[config.mk]
export PLATFORM = sky130hd
export DESIGN_NAME = cmd_collector
export DESIGN_NICKNAME = d
export VERILOG_FILES = /design/src/rtl/cmdc_pkg.sv /design/src/rtl/cmdc_decode.sv /design/src/rtl/cmdc_argbuf.sv /design/src/rtl/cmd_collector.sv
export SDC_FILE = /design/constraint.sdc
export NUM_CORES = 1
export LEC_CHECK = 0
export BUFFER_PORTS_ARGS = -buffer_cell sky130_fd_sc_hd__buf_2
export CORE_MARGIN = 3
export CORE_UTILIZATION = 30
export CTS_CLUSTER_SIZE = 40
export DETAILED_ROUTE_END_ITERATION = 8
export PLACE_DENSITY = 0.58
export RECOVER_POWER = 100
export SLEW_MARGIN = 20
export SYNTH_ARGS = -nofsm -noshare
export SYNTH_HDL_FRONTEND = slang
export SYNTH_SLANG_ARGS = --single-unit
[constraint.sdc]
create_clock -name clk -period 2.6 [get_ports clk]
set_clock_uncertainty 0.05 [all_clocks]
set_input_delay 0.26 -clock clk [delete_from_list [all_inputs] [get_ports clk]]
set_output_delay 0.26 -clock clk [all_outputs]
set_load 0.05 [all_outputs]
[src/rtl/cmdc_pkg.sv]
package cmdc_pkg;
  localparam int unsigned CODE_W        = 4;
  localparam int unsigned CODE_LAST     = 10;
  localparam int unsigned MAX_ARG_WORDS = 8;
  localparam int unsigned SIZE_W        = 8;

  typedef logic [CODE_W-1:0] code_t;

  localparam logic [31:0] ST_OK   = 32'h0000_0000;
  localparam logic [31:0] ST_FAIL = 32'hFFFF_FFFF;
  localparam logic [31:0] ST_NED  = 32'hFFFF_FFFE;

  // argument bytes needed by each legal code
  function automatic logic [SIZE_W-1:0] arg_bytes(code_t c);
    case (c)
      4'd1:    arg_bytes = 8'd24;
      4'd4:    arg_bytes = 8'd32;
      4'd5:    arg_bytes = 8'd12;
      4'd7:    arg_bytes = 8'd16;
      4'd9:    arg_bytes = 8'd12;
      default: arg_bytes = 8'd0;
    endcase
  endfunction
endpackage

[src/rtl/cmdc_decode.sv]
module cmdc_decode #(
  parameter int WORD_W = 32
) (
  input  logic [WORD_W-1:0]                 raw,
  output cmdc_pkg::code_t                   code,
  output logic [cmdc_pkg::SIZE_W-1:0]       need
);
  import cmdc_pkg::*;
  logic legal;
  assign legal = (raw > '0) && (raw < WORD_W'(CODE_LAST));
  assign code  = legal ? raw[CODE_W-1:0] : '0;
  assign need  = arg_bytes(code);
endmodule

[src/rtl/cmdc_argbuf.sv]
module cmdc_argbuf #(
  parameter int WORD_W = 32,
  parameter int DEPTH  = 8,
  localparam int IDX_W = $clog2(DEPTH + 1)
) (
  input  logic                    clk,
  input  logic                    rst_n,
  input  logic                    wr_en,
  input  logic [IDX_W-1:0]        wr_idx,
  input  logic [WORD_W-1:0]       wr_word,
  output logic [DEPTH*WORD_W-1:0] words
);
  for (genvar i = 0; i < DEPTH; i++) begin : g_word
    logic [WORD_W-1:0] slot_q;
    always_ff @(posedge clk) begin
      if (!rst_n)                                 slot_q <= '0;
      else if (wr_en && (wr_idx == IDX_W'(i)))    slot_q <= wr_word;
    end
    assign words[i*WORD_W +: WORD_W] = slot_q;
  end
endmodule

[src/rtl/cmd_collector.sv]
module cmd_collector #(
  parameter int WORD_W    = 32,
  parameter int MAX_WORDS = cmdc_pkg::MAX_ARG_WORDS,
  localparam int CNT_W    = $clog2(MAX_WORDS + 1)
) (
  input  logic                        clk,
  input  logic                        rst_n,
  input  logic                        cmd_wr,
  input  logic [WORD_W-1:0]           cmd_wdata,
  input  logic                        data_wr,
  input  logic [WORD_W-1:0]           data_wdata,
  output logic                        exec_stb,
  output logic [cmdc_pkg::CODE_W-1:0] exec_code,
  output logic [MAX_WORDS*WORD_W-1:0] exec_args,
  input  logic                        res_valid,
  input  logic [WORD_W-1:0]           res_code,
  output logic [WORD_W-1:0]           cmd_status
);
  import cmdc_pkg::*;

  code_t              cur_q;
  logic [CNT_W-1:0]   cnt_q;
  logic               pending_q;
  code_t              new_code;
  logic [SIZE_W-1:0]  new_need;
  logic [SIZE_W-1:0]  cur_need;
  logic               room;
  logic               data_take;
  logic               reached;

  cmdc_decode #(.WORD_W(WORD_W)) u_dec (
    .raw  (cmd_wdata),
    .code (new_code),
    .need (new_need)
  );

  assign cur_need  = arg_bytes(cur_q);
  assign room      = (32'(cnt_q) < 32'(MAX_WORDS));
  assign data_take = data_wr && !cmd_wr && room;
  assign reached   = ((32'(cnt_q) + 32'd1) * 32'd4) >= 32'(cur_need);

  cmdc_argbuf #(.WORD_W(WORD_W), .DEPTH(MAX_WORDS)) u_buf (
    .clk     (clk),
    .rst_n   (rst_n),
    .wr_en   (data_take),
    .wr_idx  (cnt_q),
    .wr_word (data_wdata),
    .words   (exec_args)
  );

  always_ff @(posedge clk) begin
    if (!rst_n) begin
      cur_q      <= '0;
      cnt_q      <= '0;
      pending_q  <= 1'b0;
      exec_stb   <= 1'b0;
      exec_code  <= '0;
      cmd_status <= WORD_W'(ST_OK);
    end else begin
      exec_stb <= 1'b0;
      if (cmd_wr) begin
        cnt_q      <= '0;
        cmd_status <= WORD_W'(ST_NED);
        if (new_need == '0) begin
          exec_stb  <= 1'b1;
          exec_code <= new_code;
          cur_q     <= '0;
          pending_q <= 1'b1;
        end else begin
          cur_q     <= new_code;
          pending_q <= 1'b0;
        end
      end else begin
        if (res_valid && pending_q) begin
          cmd_status <= res_code;
          pending_q  <= 1'b0;
        end
        if (data_take) begin
          if (reached) begin
            exec_stb  <= 1'b1;
            exec_code <= cur_q;
            cur_q     <= '0;
            cnt_q     <= '0;
            pending_q <= 1'b1;
          end else begin
            cnt_q <= cnt_q + 1'b1;
          end
        end
      end
    end
  end
endmodule

==> flow_metrics.env <==
export IMPL_gp_congestion=0.805
export IMPL_synth_nets=1495
export IMPL_topRoutingLayerUsed="met4"
export IMPL_yosys_warnings=0
export IMPL_worst_slew_pin_slew_ps=1040
export IMPL_initial_core_util_pct=30.5
export IMPL_ys_seq_area_share_pct=54.0
export IMPL_fin_ws_ps=193
export IMPL_drive_gt1_share_pct=10.9
export IMPL_dieArea_sq_um=39700
export IMPL_synth_ff_type="dfxtp_1"
export IMPL_cts_tree="built"
export IMPL_drc=0
export IMPL_cts_buffers=35
export IMPL_n_antenna_cell=0
export IMPL_track_usage_pct=19.7
export IMPL_cts_path_max_buffers=3
export IMPL_wl_met3_mm=3.22
export IMPL_grt_pass1_vias=10200
export IMPL_grt_max_degree=86
export IMPL_clk_latency_ps=530
export IMPL_antenna_found_initial=0
export IMPL_outcome="finished clean"
export IMPL_p_switching_mw=2.54
export IMPL_crit_start="cnt_q[0]"
export IMPL_crit_path_end_kind="register"
export IMPL_wl_mm=41.0
export IMPL_post_cts_buffers=0
export IMPL_first_pass_iters=7
export IMPL_power_leakage_nw=5.28
export IMPL_hpwl_mm=27.9
export IMPL_port_buffers=393
export IMPL_place_ws_ps=185
export IMPL_cp_required_ps=2980
export IMPL_syn_area_per_cell_sq_um=8.08
export IMPL_async_flop_share_pct=0
export IMPL_synth_cell_types=39
export IMPL_die_y_um=199
export IMPL_syn_area_sq_um=11200
export IMPL_synth_edf_count=0
export IMPL_total_power_mw=10.6
export IMPL_pwr_share_seq_pct=44.8
export IMPL_drtAntennaViolNets=0
export IMPL_syn_inst=1386
export IMPL_wl_met2_mm=19.4
export IMPL_num_vias=10700
export IMPL_p_clk_share_pct=47.9
export IMPL_fin_setup_tns_ps=0
export IMPL_ys_ff_latch=302
export IMPL_cts_sinks=302
export IMPL_drt_met1_wl_mm=17.3
export IMPL_seq_area_sq_um=6050
export IMPL_powerDensity_nw_per_um2=718
export IMPL_timing_fmax_ghz=0.415
export IMPL_min_from="data_wdata[17]"
export IMPL_clockRootBuffer="clkbuf_16"
export IMPL_stdcell_area_sq_um=14700
export IMPL_areaGrowthSynthToFinish_pct=31.5
export IMPL_std_cell_rows=70
export IMPL_final_nets=1869
export IMPL_period_needed_ps=2410
export IMPL_multiInputGateArea_sq_um=4440
export IMPL_crit_type="reg2reg"
export IMPL_rsz0062_at_grt="no"
export IMPL_ir_drop_mv=0.414
export IMPL_drt_iter0_drc=535
export IMPL_die_w_um=199
export IMPL_wire_per_inst_um=18.2
export IMPL_maxCapViolCount=0
export IMPL_report_final_hold_viol_count=0
export IMPL_worstReg2RegStart="cnt_q[0]"
export IMPL_start_kind="register"
export IMPL_dpl_cell_area_sq_um=13500
export IMPL_crit_arrival_ps=2790
export IMPL_grt_remaining_overflow=0
export IMPL_finalSetupViolCount=0
export IMPL_vias_per_cell=4.75
export IMPL_crit_path_max_fanout=6
export IMPL_grt_first_pass_wirelength_mm=60.1
export IMPL_h_tree_depth=2
export IMPL_core_region_area_sq_um=36700
export IMPL_slew_headroom_pct=30.9
export IMPL_hold_path_class="in2reg"
export IMPL_intPower_mw=8.02
export IMPL_fin_crit_sh_pct=92.6
export IMPL_slew_violations=0
export IMPL_fill_cells=3842
export IMPL_swShare_pct=24.1
export IMPL_comb_power_share_pct=7.4
export IMPL_clk_transition_reported_paths_ps=60
export IMPL_io_pins=394
-- layout make-up --
cell class                      count  share of cell area, %
Inverter                            7                  0.230
Multi-Input combinational cell    946                   30.2
Sequential cell                   302                   41.1
Timing Repair Buffer              468                   16.5
Clock inverter                     10                   1.12
Clock buffer                       51                   6.91
Tap cell                          468                   3.98
-- synth_stat cells, drive strengths merged (4+ instances only) --
cell / instances / area, sq um
a31oi: 5 / 31.3
ha: 8 / 100
inv: 6 / 22.5
a21oi: 298 / 1490
buf: 67 / 452
and3: 5 / 31.3
nor4: 7 / 43.8
clkbuf: 64 / 240
nand2: 528 / 1980
nand3: 10 / 50.1
o31ai: 5 / 37.5
o21ai: 4 / 20.0
and2: 6 / 37.5
nor2b: 4 / 25.0
mux2i: 32 / 320
dfxtp: 302 / 6050
nor2: 8 / 46.3
-- routing by layer --
metal | GRT usage, % | up-vias
met4 | 5.60 | 0
li1 | - | 5252
met3 | 6.20 | 63
met1 | 24.2 | 5026
met5 | 0.370 | -
met2 | 33.5 | 358
-- cells by family after synthesis --
| family | synth area share, % |
|---|---|
| and+or+nand+nor | 20.8 |
| xor gates and xnor gates | 0.313 |
| buffers and inverters | 6.42 |
| adders and majority gates | 0.894 |
| muxes | 2.86 |
| DFF | 54.0 |
| AOI/OAI and AO/OA | 14.7 |
-- cells in the final DEF, fill, tap and decap left out, drive strengths merged --
cell type	count
nand3b	1
nor2b	4
mux2i	32
nor4	7
dfxtp	302
clkinv	6
and2	6
or3b	1
dlygate4sd3	47
o31ai	5
clkbuf	349
buf	123
a21oi	298
o221a	1
o21ai	4
or2	1
nor3b	1
and4	3
xnor2	2
o2bb2ai	1
nand3	10
o21a	1
bufinv	4
inv	7
nand2b	3
ha	8
nor2	8
a31oi	5
a211oi	1
nand4	1
a21o	1
a22oi	3
xor2	2
nor3	3
nand2	528
and3	5
-- metrics by stage --
step | util [%] | hold WS (ps) | std cells
final | 40.1 | 30.7 | 2252
after CTS | 41.3 | 2.33 | 2252
after global placement | 36.8 | 388 | 2144
after detailed placement | 36.8 | 393 | 2144
after floorplan | - | 332 | 1386
after global routing | 40.1 | 11.3 | 2252
-- state kept, by name (all words and copies together), names as in the netlist --
| register | count |
|---|---|
| pending_q | 1 |
| exec_code | 4 |
| cnt_q | 4 |
| exec_stb | 1 |
| u_buf.g_word.slot_q | 256 |
| cur_q | 4 |
| cmd_status | 32 |
-- critical path, stage by stage (launching register included) --
cell and delay [ps]:
dfxtp_1 430, ha_1 220, xor2_1 170, ha_1 250, o21ai_0 210, nor2b_1 270, nor3_2 110, or2_0 310
o221a_2 290
-- worst paths after layout --
check / slack [ps] / end / depth (start not counted)
worst max-delay path: 190 / exec_code[1] / 8
worst min-delay path: 30 / u_buf.g_word[1].slot_q[17] / 3
worst max register to register: 190 / exec_code[1] / 8
worst min register to register: 400 / u_buf.g_word[1].slot_q[31] / 2
-- power groups by stage --
stage / clock network, mW / registers, mW / logic (mW)
2_1_floorplan: 0 / 5.05 / 0.268
3_3_place_gp: 0 / 4.83 / 0.739
3_5_place_dp: 0 / 4.83 / 0.744
4_1_cts: 5.20 / 4.73 / 0.800
5_1_grt: 5.39 / 4.74 / 0.827
6_report: 5.06 / 4.73 / 0.777
-- what timing repair did --
| action | CTS | global route |
|---|---|---|
| resized for setup | 0 | 1 |
| hold buffers | 47 | 0 |
| hold endpoints to repair | 62 | 0 |
| setup endpoints to repair | 0 | 2 |
Power figures use the tool's default switching activity.
